`config.mk`:
```
export PLATFORM = sky130hd
export DESIGN_NAME = mii_rx_seq
export DESIGN_NICKNAME = d
export VERILOG_FILES = /design/src/rtl/mii_rx_seq_pkg.sv /design/src/rtl/mii_rx_clksel.sv /design/src/rtl/mii_rx_fsm.sv /design/src/rtl/mii_rx_seq.sv
export SDC_FILE = /design/constraint.sdc
export NUM_CORES = 1
export LEC_CHECK = 0
export BUFFER_PORTS_ARGS = -buffer_cell sky130_fd_sc_hd__clkbuf_2
export CORE_UTILIZATION = 45
export DETAILED_ROUTE_END_ITERATION = 10
export GPL_TIMING_DRIVEN = 0
export HOLD_SLACK_MARGIN = 0.02
export PLACE_DENSITY = 0.83
export REMOVE_ABC_BUFFERS = 1
export SLEW_MARGIN = 10
export SYNTH_ARGS = -nofsm -noshare
export SYNTH_HDL_FRONTEND = slang
export SYNTH_SLANG_ARGS = --single-unit
```
`constraint.sdc`:
```
create_clock -name clk -period 2.4 [get_ports clk]
set_input_delay 0.12 -clock clk [delete_from_list [all_inputs] [get_ports clk]]
set_output_delay 0.12 -clock clk [all_outputs]
set_load 0.02 [all_outputs]
```
`src/rtl/mii_rx_seq_pkg.sv`:
```
package mii_rx_seq_pkg;
    typedef enum logic [1:0] {
        ST_IDLE    = 2'd0,
        ST_CARRIER = 2'd1,
        ST_DATA    = 2'd2,
        ST_END     = 2'd3
    } rx_state_e;
endpackage

```
`src/rtl/mii_rx_clksel.sv`:
```
// Receive clock enable selection; the source flips only in a quiet cycle.
module mii_rx_clksel (
    input  logic clk,
    input  logic rst_n,
    input  logic want_rec,
    input  logic tx_ce,
    input  logic rec_ce,
    output logic src_rec,
    output logic rx_tick
);
    logic quiet;

    assign quiet = ~tx_ce & ~rec_ce;

    always_ff @(posedge clk or negedge rst_n) begin
        if (!rst_n) begin
            src_rec <= 1'b0;
        end else if (quiet) begin
            src_rec <= want_rec;
        end
    end

    assign rx_tick = src_rec ? rec_ce : tx_ce;
endmodule

```
`src/rtl/mii_rx_fsm.sv`:
```
// Carrier and data-valid sequencing, output registers.
module mii_rx_fsm
    import mii_rx_seq_pkg::*;
#(
    parameter int NIB_W = 4
) (
    input  logic             clk,
    input  logic             rst_n,
    input  logic             rx_tick,
    input  logic             speed_100,
    input  logic             link_ok,
    input  logic             src_rec,
    input  logic             sop,
    input  logic             eop,
    input  logic             clk_locked,
    input  logic             sym_err,
    input  logic             coll,
    input  logic [NIB_W-1:0] nib_in,
    output logic             want_rec,
    output logic [NIB_W-1:0] rxd,
    output logic             rx_dv,
    output logic             crs,
    output logic             rx_er,
    output logic             col
);
    localparam logic [NIB_W-1:0] NIB_ZERO = '0;

    rx_state_e state_q, state_d;
    logic      lock_q;
    logic      data_ok;

    assign data_ok  = src_rec & (speed_100 | lock_q);
    assign want_rec = speed_100 | lock_q;

    always_comb begin
        state_d = state_q;
        if (!link_ok) begin
            state_d = ST_IDLE;
        end else if (rx_tick) begin
            unique case (state_q)
                ST_IDLE:    if (sop) state_d = ST_CARRIER;
                ST_CARRIER: begin
                    if (eop)          state_d = ST_END;
                    else if (data_ok) state_d = ST_DATA;
                end
                ST_DATA:    if (eop) state_d = ST_END;
                ST_END:     state_d = ST_IDLE;
            endcase
        end
    end

    // state register
    always_ff @(posedge clk or negedge rst_n) begin
        if (!rst_n) begin
            state_q <= ST_IDLE;
            lock_q  <= 1'b0;
        end else begin
            state_q <= state_d;
            if (state_d == ST_IDLE) begin
                lock_q <= 1'b0;
            end else if (rx_tick && state_q == ST_CARRIER && clk_locked) begin
                lock_q <= 1'b1;
            end
        end
    end

    // output registers
    always_ff @(posedge clk or negedge rst_n) begin
        if (!rst_n) begin
            rxd   <= NIB_ZERO;
            rx_dv <= 1'b0;
            crs   <= 1'b0;
            rx_er <= 1'b0;
            col   <= 1'b0;
        end else begin
            col <= coll;
            if (!link_ok) begin
                rxd   <= NIB_ZERO;
                rx_dv <= 1'b0;
                crs   <= 1'b0;
                rx_er <= 1'b0;
            end else if (rx_tick) begin
                crs   <= (state_d == ST_CARRIER) || (state_d == ST_DATA);
                rx_dv <= (state_d == ST_DATA);
                rxd   <= (state_d == ST_DATA) ? nib_in : NIB_ZERO;
                rx_er <= (state_d == ST_DATA) && sym_err && speed_100;
            end
        end
    end
endmodule

```
`src/rtl/mii_rx_seq.sv`:
```
module mii_rx_seq #(
    parameter int NIB_W = 4
) (
    input  logic             clk,
    input  logic             rst_n,
    input  logic             speed_100,
    input  logic             link_ok,
    input  logic             tx_ce,
    input  logic             rec_ce,
    input  logic             sop,
    input  logic             eop,
    input  logic             clk_locked,
    input  logic             sym_err,
    input  logic             coll,
    input  logic [NIB_W-1:0] nib_in,
    output logic             rx_tick,
    output logic             rxclk_src,
    output logic [NIB_W-1:0] rxd,
    output logic             rx_dv,
    output logic             crs,
    output logic             rx_er,
    output logic             col
);
    logic want_rec;

    mii_rx_clksel u_clksel (
        .clk      (clk),
        .rst_n    (rst_n),
        .want_rec (want_rec),
        .tx_ce    (tx_ce),
        .rec_ce   (rec_ce),
        .src_rec  (rxclk_src),
        .rx_tick  (rx_tick)
    );

    mii_rx_fsm #(.NIB_W(NIB_W)) u_fsm (
        .clk        (clk),
        .rst_n      (rst_n),
        .rx_tick    (rx_tick),
        .speed_100  (speed_100),
        .link_ok    (link_ok),
        .src_rec    (rxclk_src),
        .sop        (sop),
        .eop        (eop),
        .clk_locked (clk_locked),
        .sym_err    (sym_err),
        .coll       (coll),
        .nib_in     (nib_in),
        .want_rec   (want_rec),
        .rxd        (rxd),
        .rx_dv      (rx_dv),
        .crs        (crs),
        .rx_er      (rx_er),
        .col        (col)
    );
endmodule

```
==> summary by stage <==
Status
The flow ran to the end, and the final reports show no timing, DRC or antenna violations.

Global routing
The total overflow left after global routing is 0. The first global-routing pass estimated 1810 um of wire. The overall global routing resource usage is 0.185.

The number of global-route vias before repair is 464. The number of antenna violations at the first check in global routing is 0. The maximum number of pins on one net before global-route repair is 14.

Clock network
The tree is rooted in a sky130_fd_sc_hd__clkbuf_4. The clock passes through at most 2 buffers. The CTS tree is built.

The clock slew seen by the registers of the worst setup and hold paths is 0.07 ns. Clock tree synthesis found a total of 12 sinks. Buffers inserted during clock tree synthesis total 3. CTS built an H-tree with a depth of 1. The clock network latency to the later pin of the worst-skew pair is 0.27 ns.

STA
Setup violations remaining at the end of the flow were counted as 0. Setup repair after global routing left no endpoint under its margin. The minimum period implied by the final worst setup slack is 2.14 ns. Setup total negative slack on the finished layout was measured at 0 ns. The setup skew after layout is 0.00411 ns. The final max-slew violation count was 0. Of the available clock period, the critical path in the final layout requires 0.891. The worst slew slack as a fraction of its limit is 0.757.

For this run, the top clock speed supported by timing is 0.468 GHz. At the pin with the least slew margin, the transition time is 0.357 ns. The number of hold-slack violations in the final timing report is 0.

Detailed routing
After the first detailed-routing iteration, the DRC count stood at 10. The routed layout has 533 vias. After detailed routing, the number of vias per cell comes to 5.38. The first detailed-routing pass took 3 iterations. In this run the remaining antenna-violating nets after routing total 0. The detailed-route DRC error count is 0. In the final routed layout, each cell accounts on average for 12.3 um.

The final wirelength is 1220 um.

Worst hold path
In this run the worst hold path is classified as in2reg.

Pwr
Summed over all nets, the switching power comes to 0.000127 W. The internal power contribution is 0.000309 W. In this run the static leakage power is 0.380 nW. Of the total power, combinational logic draws 0.211. The share of power burned in registers is 0.507.

Of the total power, the share spent switching nets is 0.292. The total power density per cell area is 563 mW/mm^2. Of the total power, the clock network draws 0.281.

The worst IR drop on VDD is 0.000364 V.

Setup path
The launching point of the worst reg2reg path is u_clksel.src_rec$_DFFE_PN0P_. The buffer and inverter count on the worst path is 1. The number of cells on the critical path is 7. The kind of start point of the critical path is a flip-flop.

The worst setup path endpoint is u_fsm.rxd[2]$_DFFE_PN0P_. In this run the register-to-register setup slack is 0.26 ns. The endpoint of the worst-slack reg-to-reg timing path is u_fsm.rxd[2]$_DFFE_PN0P_.

The critical path launch point is u_clksel.src_rec$_DFFE_PN0P_. Traced cell by cell, the critical path runs through mux2i_4, inv_4, and2_4, a221o_1, ha_1, nand3_1, a21boi_0. For the worst flop-to-flop path, the logic depth is 7. The category of cells accounting for the largest share of critical-path delay is flip-flops. The sort of element at the end of the critical path is a flip-flop. The slowest stage of the critical path is the sky130_fd_sc_hd__dfrtp_1 cell. For this run, the slowest stage of the critical path takes 0.44 ns.

STA puts the critical path data required time at 2.55 ns. At the worst endpoint, the arrival time is 2.29 ns. The kind of critical path is reg2reg. Along the worst path, the maximum fanout reaches 13.

Finish
The number of fill cells is 100. The proportion of layout cells with a drive suffix above 1 is 0.365. In the final layout, the multi-input gates occupy 284 sq um.

Leaving out filler cells and counting taps, the final layout contains 99. Summing all non-filler instances in the final layout gives an area of 774 sq um. The net count of the finished layout is 104. The number of antenna diodes is 0. The area growth from synthesis to final layout is 27.1%. Across the whole layout, storage elements account for 300 sq um.

Flow run
Max-cap violations in this run came to 0.

Yosys
The synthesized instance count is 58. Counting distinct cell types in the post-synthesis netlist gives 27. For this run, the number of Yosys warnings is 0. The total of flip-flops plus latches after synthesis is 12.

The share of the Yosys chip area taken by registers is 0.493. After synthesis, the mean cell area works out to 10.5 sq um. The summed instance area of the synthesized netlist is 609 sq um.

Die
The boundary pin count is 25. The width of the die is 38.8 um. The effective utilization at floorplan is 0.514.

The region available for standard cell placement spans 0.00119 sq mm. The area of the die is 0.00151 sq mm. The floorplan row count is 12. The y dimension of the die is 38.8 um.

Placement
Once detailed placement completed, the half-perimeter wirelength came to 899 um. The total of buffers placed on input and output ports is 24. The post-place instance area is 732 sq um. The cell count after placement is 94. The last weighted congestion value of the routability-driven placer is 0.783.
layer usage:
metal  track usage  vias up  part of all wire  routed length [um]
li1              -      264                 -                   -
met5             0        -                 0                   0
met3        0.0520        2             0.060                  73
met4        0.0776        0            0.0082                  10
met2         0.308       19              0.48                 590
met1         0.219      248              0.45                 548
cell usage after synthesis:
library cell / instances / area [sq um]
sky130_fd_sc_hd__o21ai_0: 1 / 5.00
sky130_fd_sc_hd__buf_1: 1 / 3.75
sky130_fd_sc_hd__a21oi_1: 1 / 5.00
sky130_fd_sc_hd__mux2i_1: 1 / 10.0
sky130_fd_sc_hd__a221o_1: 1 / 10.0
sky130_fd_sc_hd__inv_4: 1 / 6.26
sky130_fd_sc_hd__nor2_1: 4 / 15.0
sky130_fd_sc_hd__mux2i_4: 1 / 22.5
sky130_fd_sc_hd__o22a_2: 1 / 10.0
sky130_fd_sc_hd__o31a_1: 1 / 8.76
sky130_fd_sc_hd__nand3_1: 4 / 20.0
sky130_fd_sc_hd__a221oi_1: 1 / 8.76
sky130_fd_sc_hd__ha_1: 2 / 25.0
sky130_fd_sc_hd__a21boi_1: 1 / 7.51
sky130_fd_sc_hd__a41oi_1: 1 / 8.76
sky130_fd_sc_hd__a21boi_0: 5 / 37.5
sky130_fd_sc_hd__o21a_1: 1 / 7.51
sky130_fd_sc_hd__and2_4: 1 / 8.76
sky130_fd_sc_hd__nand4_1: 1 / 6.26
sky130_fd_sc_hd__nand2_1: 10 / 37.5
sky130_fd_sc_hd__buf_6: 1 / 11.3
sky130_fd_sc_hd__nor2b_1: 1 / 6.26
sky130_fd_sc_hd__o211a_1: 1 / 10.0
sky130_fd_sc_hd__dfrtp_1: 12 / 300
sky130_fd_sc_hd__o22ai_1: 1 / 6.26
sky130_fd_sc_hd__o211ai_1: 1 / 7.51
sky130_fd_sc_hd__inv_1: 1 / 3.75
how the worst min path moves through the flow:
stage | start | endpoint | slack, ns | cells after the start
4_1_cts | nib_in[0] | u_fsm.rxd[0]$_DFFE_PN0P_ | 0.09 | 3
3_5_place_dp | rst_n | u_clksel.src_rec$_DFFE_PN0P_ | 0.02 | 1
6_report | nib_in[0] | u_fsm.rxd[0]$_DFFE_PN0P_ | 0.09 | 3
2_1_floorplan | rst_n | u_clksel.src_rec$_DFFE_PN0P_ | -0.18 | 0
5_1_grt | nib_in[0] | u_fsm.rxd[0]$_DFFE_PN0P_ | 0.11 | 3
3_3_place_gp | rst_n | u_clksel.src_rec$_DFFE_PN0P_ | 0.02 | 1
layout make-up:
cell class / count / share of cell area
flip-flops and latches: 12 / 0.388
multi-input cells: 42 / 0.367
repair buffers: 26 / 0.181
clock buffers: 3 / 0.0291
well taps: 14 / 0.0226
inverters: 2 / 0.0129
state kept, by name, indices dropped and copies added (netlist names):
signal / cells
u_fsm.lock_q: 1
u_fsm.rxd: 4
u_fsm.col: 1
u_fsm.crs: 1
u_fsm.rx_dv: 1
u_fsm.rx_er: 1
u_fsm.state_q: 2
u_clksel.src_rec: 1
timing repair:
action                    4_1_cts  5_1_grt
buffers inserted                0        0
gates resized for setup         0        0
hold endpoints to repair       13        0
hold buffers                    2        0
tightest hold or removal path, cell delays in order:
cell,delay [ns]
sky130_fd_sc_hd__clkbuf_2,0.08
sky130_fd_sc_hd__nand3_1,0.05
sky130_fd_sc_hd__a21boi_0,0.07
cells in the final DEF, fill, tap and decap left out, drive strengths merged:
cell type and instances:
nand4 1, o22ai 1, a21oi 1, and2 1, inv 2, a41oi 1, o22a 1, dfrtp 12
o21ai 1, nand2 10, nand3 4, o211a 1, clkbuf 27, a221oi 1, ha 2, mux2i 2
a221o 1, nor2b 1, nor2 4, o211ai 1, o31a 1, o21a 1, dlygate4sd3 2, a21boi 6
power groups by stage:
stage | Sequential, W | Combinational (W) | Clock (W)
2_1_floorplan | 0.000232 | 0.0000466 | 0
3_3_place_gp | 0.000225 | 0.0000887 | 0
3_5_place_dp | 0.000225 | 0.0000903 | 0
4_1_cts | 0.000221 | 0.0000930 | 0.000122
5_1_grt | 0.000223 | 0.000101 | 0.000132
6_report | 0.000221 | 0.0000921 | 0.000123
stage by stage:
stage | hold slack, ns | setup WS (ns) | power [W] | utilization
6_report | 0.0891 | 0.261 | 0.000436 | 0.653
2_1_floorplan | -0.176 | 0.320 | 0.000279 | -
3_5_place_dp | 0.0242 | 0.270 | 0.000316 | 0.617
5_1_grt | 0.109 | 0.146 | 0.000456 | 0.653
3_3_place_gp | 0.0230 | 0.314 | 0.000314 | 0.617
4_1_cts | 0.0937 | 0.265 | 0.000436 | 0.653
cells by family after synthesis:
group                      after synthesis  synth area share
AOI/OAI and AO/OA                       17             0.218
adders and majority gates                2            0.0411
buffers and inverters                    4            0.0411
DFF                                     12             0.493
muxes                                    2            0.0534
and+or+nand+nor                         21             0.154
Note: power is estimated with default switching activity, not from simulation.
